<file path="config.mk">
export PLATFORM = sky130hd
export DESIGN_NAME = dcg_top
export DESIGN_NICKNAME = d
export VERILOG_FILES = /design/src/rtl/dcg_pkg.sv /design/src/rtl/dcg_tick_div.sv /design/src/rtl/dcg_prescaler.sv /design/src/rtl/dcg_top.sv
export SDC_FILE = /design/constraint.sdc
export NUM_CORES = 1
export LEC_CHECK = 0
export ABC_AREA = 1
export ABC_CLOCK_PERIOD_IN_PS = 2700
export BUFFER_PORTS_ARGS = -buffer_cell sky130_fd_sc_hd__buf_2
export CAP_MARGIN = 20
export CORE_MARGIN = 10
export CORE_UTILIZATION = 45
export DETAILED_ROUTE_END_ITERATION = 16
export SYNTH_ARGS = -nofsm -noshare
export SYNTH_HDL_FRONTEND = slang
export SYNTH_SLANG_ARGS = --single-unit
</file>
<file path="constraint.sdc">
create_clock -name clk -period 2.7 [get_ports clk]
set_input_delay 0.135 -clock clk [delete_from_list [all_inputs] [get_ports clk]]
set_output_delay 0.135 -clock clk [all_outputs]
set_load 0.02 [all_outputs]
</file>
<file path="src/rtl/dcg_pkg.sv">
package dcg_pkg;

  localparam int MAIN_CNT_W = 5;
  localparam int SUB_CNT_W  = 3;

  typedef enum logic [1:0] {
    MDIV_4  = 2'b00,
    MDIV_8  = 2'b01,
    MDIV_16 = 2'b10,
    MDIV_32 = 2'b11
  } main_div_e;

  // terminal count of the main divider for a given select
  function automatic logic [MAIN_CNT_W-1:0] main_last(input main_div_e sel);
    logic [MAIN_CNT_W:0] span;
    span = (MAIN_CNT_W+1)'(4) << sel;
    return MAIN_CNT_W'(span - 1'b1);
  endfunction

  function automatic logic [SUB_CNT_W-1:0] sub_last(input logic by8);
    return by8 ? SUB_CNT_W'(7) : SUB_CNT_W'(3);
  endfunction

endpackage

</file>
<file path="src/rtl/dcg_tick_div.sv">
module dcg_tick_div #(
  parameter int W = 3
) (
  input  logic         clk,
  input  logic         rst_n,
  input  logic         clr,
  input  logic         tick,
  input  logic [W-1:0] last,
  output logic         evt
);

  logic [W-1:0] cnt_q;
  logic [W-1:0] cnt_d;
  logic         at_last;

  always_comb begin
    at_last = (cnt_q == last);
    evt     = tick & ~clr & at_last;
    cnt_d   = cnt_q;
    if (clr) begin
      cnt_d = '0;
    end else if (tick) begin
      cnt_d = at_last ? '0 : cnt_q + {{(W-1){1'b0}}, 1'b1};
    end
  end

  always_ff @(posedge clk or negedge rst_n) begin
    if (!rst_n) cnt_q <= '0;
    else        cnt_q <= cnt_d;
  end

endmodule

</file>
<file path="src/rtl/dcg_prescaler.sv">
module dcg_prescaler #(
  parameter int N = 11
) (
  input  logic         clk,
  input  logic         rst_n,
  input  logic         evt,
  output logic [N-1:0] tap
);

  logic [N-1:0] cnt_q;
  logic [N-1:0] cnt_d;
  logic [N-1:0] tap_d;

  always_comb begin
    cnt_d = evt ? cnt_q + {{(N-1){1'b0}}, 1'b1} : cnt_q;
  end

  // tap i fires when the low i+1 bits are about to wrap
  generate
    for (genvar i = 0; i < N; i++) begin : g_tap
      assign tap_d[i] = evt & (&cnt_q[i:0]);
    end
  endgenerate

  always_ff @(posedge clk or negedge rst_n) begin
    if (!rst_n) begin
      cnt_q <= '0;
      tap   <= '0;
    end else begin
      cnt_q <= cnt_d;
      tap   <= tap_d;
    end
  end

endmodule

</file>
<file path="src/rtl/dcg_top.sv">
module dcg_top
  import dcg_pkg::*;
#(
  parameter int PSC_BITS = 11,
  parameter int WP_BITS  = 7
) (
  input  logic                clk,
  input  logic                rst_n,
  input  logic                main_tick,
  input  logic                sub_tick,
  input  logic [1:0]          div_sel,
  input  logic                sub_div_sel,
  input  logic                sub_mode,
  output logic                cyc_en,
  output logic [PSC_BITS-1:0] psc_tap,
  output logic [WP_BITS-1:0]  watch_tap
);

  main_div_e div_q, div_d;
  logic      sdiv_q, sdiv_d;
  logic      mode_q, mode_d;
  logic      cyc_q, cyc_d;
  logic      main_evt, sub_evt, wsub_evt, cyc_evt;

  // main oscillator divider, held at zero during sub-active mode
  dcg_tick_div #(.W(MAIN_CNT_W)) u_main_div (
    .clk   (clk),
    .rst_n (rst_n),
    .clr   (mode_q),
    .tick  (main_tick),
    .last  (main_last(div_q)),
    .evt   (main_evt)
  );

  // subclock system divider, held at zero during active mode
  dcg_tick_div #(.W(SUB_CNT_W)) u_sub_div (
    .clk   (clk),
    .rst_n (rst_n),
    .clr   (~mode_q),
    .tick  (sub_tick),
    .last  (sub_last(sdiv_q)),
    .evt   (sub_evt)
  );

  // free-running subclock divide by 8 for the watch prescaler
  dcg_tick_div #(.W(SUB_CNT_W)) u_watch_div (
    .clk   (clk),
    .rst_n (rst_n),
    .clr   (1'b0),
    .tick  (sub_tick),
    .last  (SUB_CNT_W'(7)),
    .evt   (wsub_evt)
  );

  assign cyc_evt = mode_q ? sub_evt : main_evt;

  // selections are taken over only at a cycle boundary
  always_comb begin
    div_d  = div_q;
    sdiv_d = sdiv_q;
    mode_d = mode_q;
    cyc_d  = cyc_evt;
    if (cyc_evt) begin
      div_d  = main_div_e'(div_sel);
      sdiv_d = sub_div_sel;
      mode_d = sub_mode;
    end
  end

  always_ff @(posedge clk or negedge rst_n) begin
    if (!rst_n) begin
      div_q  <= MDIV_32;
      sdiv_q <= 1'b0;
      mode_q <= 1'b0;
      cyc_q  <= 1'b0;
    end else begin
      div_q  <= div_d;
      sdiv_q <= sdiv_d;
      mode_q <= mode_d;
      cyc_q  <= cyc_d;
    end
  end

  assign cyc_en = cyc_q;

  dcg_prescaler #(.N(PSC_BITS)) u_psc (
    .clk   (clk),
    .rst_n (rst_n),
    .evt   (cyc_evt),
    .tap   (psc_tap)
  );

  dcg_prescaler #(.N(WP_BITS)) u_watch_psc (
    .clk   (clk),
    .rst_n (rst_n),
    .evt   (wsub_evt),
    .tap   (watch_tap)
  );

endmodule

</file>
==> results_dict.tcl <==
set metrics [dict create \
    synth-xor-area-share_pct 4.35 \
    numClockSinks 52 \
    crit_start "u_psc.cnt_q[0]" \
    die_area_um2 8700 \
    drc 0 \
    finalHoldViolations 0 \
    grt_pass1_vias 1664 \
    ys.flop_type "dfrtp_1" \
    cts_setup_buffers 0 \
    fin_ws_ns 0.966 \
    synth-compound-area-share_pct 3.88 \
    antenna_found_initial 0 \
    synth_edf_count 0 \
    maxCapViolations 0 \
    syn-mean-instance-area_um2 9.44 \
    grt_pass1_wl_mm 7.58 \
    design_area_um2 2740 \
    multi_input_area_um2 966 \
    rr_worst_depth 8 \
    track_usage_pct 10.5 \
    drv_slew 0 \
    hold_class "input port to flop" \
    vdd_drop_max_mv 0.413 \
    wl_per_cell_um 11.7 \
    gp_congestion 0.810 \
    htree_levels 2 \
    rsz0062_at_grt "no" \
    place_hpwl_mm 3.14 \
    fin_crit_ns 1.73 \
    grt_overflow 0 \
    cts_tree "built" \
    timing.reg2reg.setup_slack_ns 0.97 \
    async_flop_share_pct 100 \
    fin_hold_ws_ns 0.0194 \
    p_per_area_nw_per_um2 699 \
    syn-num-nets 275 \
    die_h_um 93.3 \
    crit_fanout 5 \
    finalCritPeriodShare_pct 64.2 \
    yosys.area_share.simple_pct 24.6 \
    clk_path_buf_depth 2 \
    fmax_ghz 0.577 \
    fin_worst_skew_ns 0.00862 \
    grt_max_degree 25 \
    path_clk_slew_ns 0.10 \
    drt_first_pass_iters 4 \
    synthMuxAreaShare_pct 1.40 \
    slew_headroom_pct 63.0 \
    p_leak_uw 0.00145 \
    layout-drive-gt1-share_pct 21.1 \
    cts_made_buffers 5 \
    rows 26 \
    cts_root_buffer "clkbuf_8" \
    io-pin-count 27 \
    routed_via_density 4.61 \
    portBuffers 26 \
    synthAdderAreaFrac_pct 5.69 \
    slowest_delay_ns 0.42 \
    netlist-cell-type-count 26 \
    cp.arrival_ns 1.94 \
    crit_chain "ha_1 -> nand2_1 -> nor2_1 -> nand3_1 -> inv_1 -> ha_1 -> nand2_2 -> nand2_1" \
    cp-end-kind "flop" \
    drt_iter0_drc 66 \
    dpl-instance-area_um2 2620 \
    dieWidth_um 93.3 \
    area_growth_pct 13.4 \
    synth_seq_cells 52 \
    synth_cells 256 \
    ant_nets 0 \
    r2r_end "u_psc.cnt_q[8]" \
    yosys_warnings 0 \
    cp_slowest_cell "dfrtp_1" \
    wirelength_mm 4.19 \
    start_util_pct 46.7 \
    cp.required_ns 2.90 \
    fillCellCount 490 \
    clk_latency_ns 0.30 \
    syn_area_um2 2420 \
    status "complete, no violations" \
    diodes 0 \
    place_ws_ns 0.963 \
    setup_viol 0 \
    power_uw 1920 \
    cp-endpoint "u_psc.cnt_q[8]" \
    regArea_um2 1300 \
    cp-start-kind "flop" \
    path_class "flop to flop" \
    core_um2 5170 \
    vias 1656 \
    tightest_slew_ns 0.552 \
    final_nets 307 \
    r2r-start "u_psc.cnt_q[0]" \
    yosysSeqAreaShare_pct 53.9 \
    tns_ns 0 \
    synth_top_family_by_area "simple AND/OR/NAND/NOR gates" \
]
-- power by group --
group          switching (uW)  total, uW  internal, uW
Clock                     259        539           279
Combinational             214        361           148
Sequential                116       1020           900
Total                     590       1920          1330
-- metrics by stage --
stage	util (%)	instances
4_1_cts	53.0	359
3_3_place_gp	50.6	350
2_1_floorplan	-	256
6_report	53.0	359
5_1_grt	53.0	359
3_5_place_dp	50.6	350
-- placed cells by master, fill, tap and decap left out, drive strengths merged, types with 2 or more instances in the layout --
| master | n |
|---|---|
| a21oi | 2 |
| dfstp | 2 |
| nand2 | 67 |
| dfrtp | 50 |
| nand3 | 30 |
| o21ai | 9 |
| buf | 28 |
| clkbuf | 5 |
| mux2 | 3 |
| ha | 11 |
| xnor2 | 3 |
| inv | 31 |
| nor2 | 32 |
| xor2 | 9 |
-- layer usage --
layer	wire, um	track usage (%)	up-vias	part of all wire [%]
met5	0	0	-	0
met4	41	3.34	0	0.98
met3	191	3.68	4	4.6
met2	1910	16.5	25	46
met1	2040	13.2	759	49
li1	-	-	868	-
-- cell usage after synthesis, types with 2 or more instances --
cell      n  area (um^2)
nand2_1  56          210
dfrtp_1  50         1250
nor2_1   30          113
nand3_1  28          140
inv_1    27          101
ha_1     11          138
nand2_2  10         62.6
xor2_1    9         78.8
o21ai_0   7         35.0
buf_2     3         15.0
inv_2     3         11.3
mux2_2    3         33.8
xnor2_1   3         26.3
a21oi_1   2         10.0
dfstp_2   2         52.6
o21ai_1   2         10.0
-- worst max-delay path, delay by kind of cell, from the launching register on --
kind	cells	cell delay [ns]
and+or+nand+nor	5	0.62
adders and majority gates	2	0.50
DFF	1	0.42
buffers and inverters	1	0.09
-- how the worst min path moves through the flow --
stage	from	to	slack, ns	cells past startpoint
global placement	rst_n	u_watch_div.cnt_q[0]	0.15	1
CTS	div_sel[1]	div_q[1]	0.01	3
floorplan	rst_n	cyc_en	-0.16	0
finish	div_sel[1]	div_q[1]	0.02	3
global route	div_sel[1]	div_q[1]	0.007	3
detailed placement	rst_n	u_watch_div.cnt_q[0]	0.15	1
-- sequential cells by signal, summed over array words and instances (netlist names) --
register / cells
u_watch_psc.cnt_q: 7
u_psc.tap: 11
u_main_div.cnt_q: 5
u_psc.cnt_q: 11
div_q: 2
sdiv_q: 1
u_watch_div.cnt_q: 3
u_watch_psc.tap: 7
u_sub_div.cnt_q: 3
mode_q: 1
cyc_en: 1
-- cell type report --
class                   instances  share of cell area, %
inverters                      30                   4.11
well taps                      70                   3.20
repair buffers                 29                   5.66
flip-flops and latches         52                   47.6
multi-input cells             170                   35.3
clock inverters                 3                   1.69
clock buffers                   5                   2.51
-- logic make-up (layout without fill, tap and decap cells) --
group,count (synthesis),in the layout
multiplexers,3,3
AO/OA/AOI/OAI,14,14
AND/OR/NAND/NOR,130,130
adder cells (fa/ha/maj),11,11
XOR/XNOR,12,12
buffers and inverters,34,67
flip-flops,52,52
-- repair_timing --
item	in CTS	in global routing
hold buffers	1	0
hold endpoints to repair	22	0
gates resized for setup	0	0
Note: power is estimated with default switching activity, not from simulation.
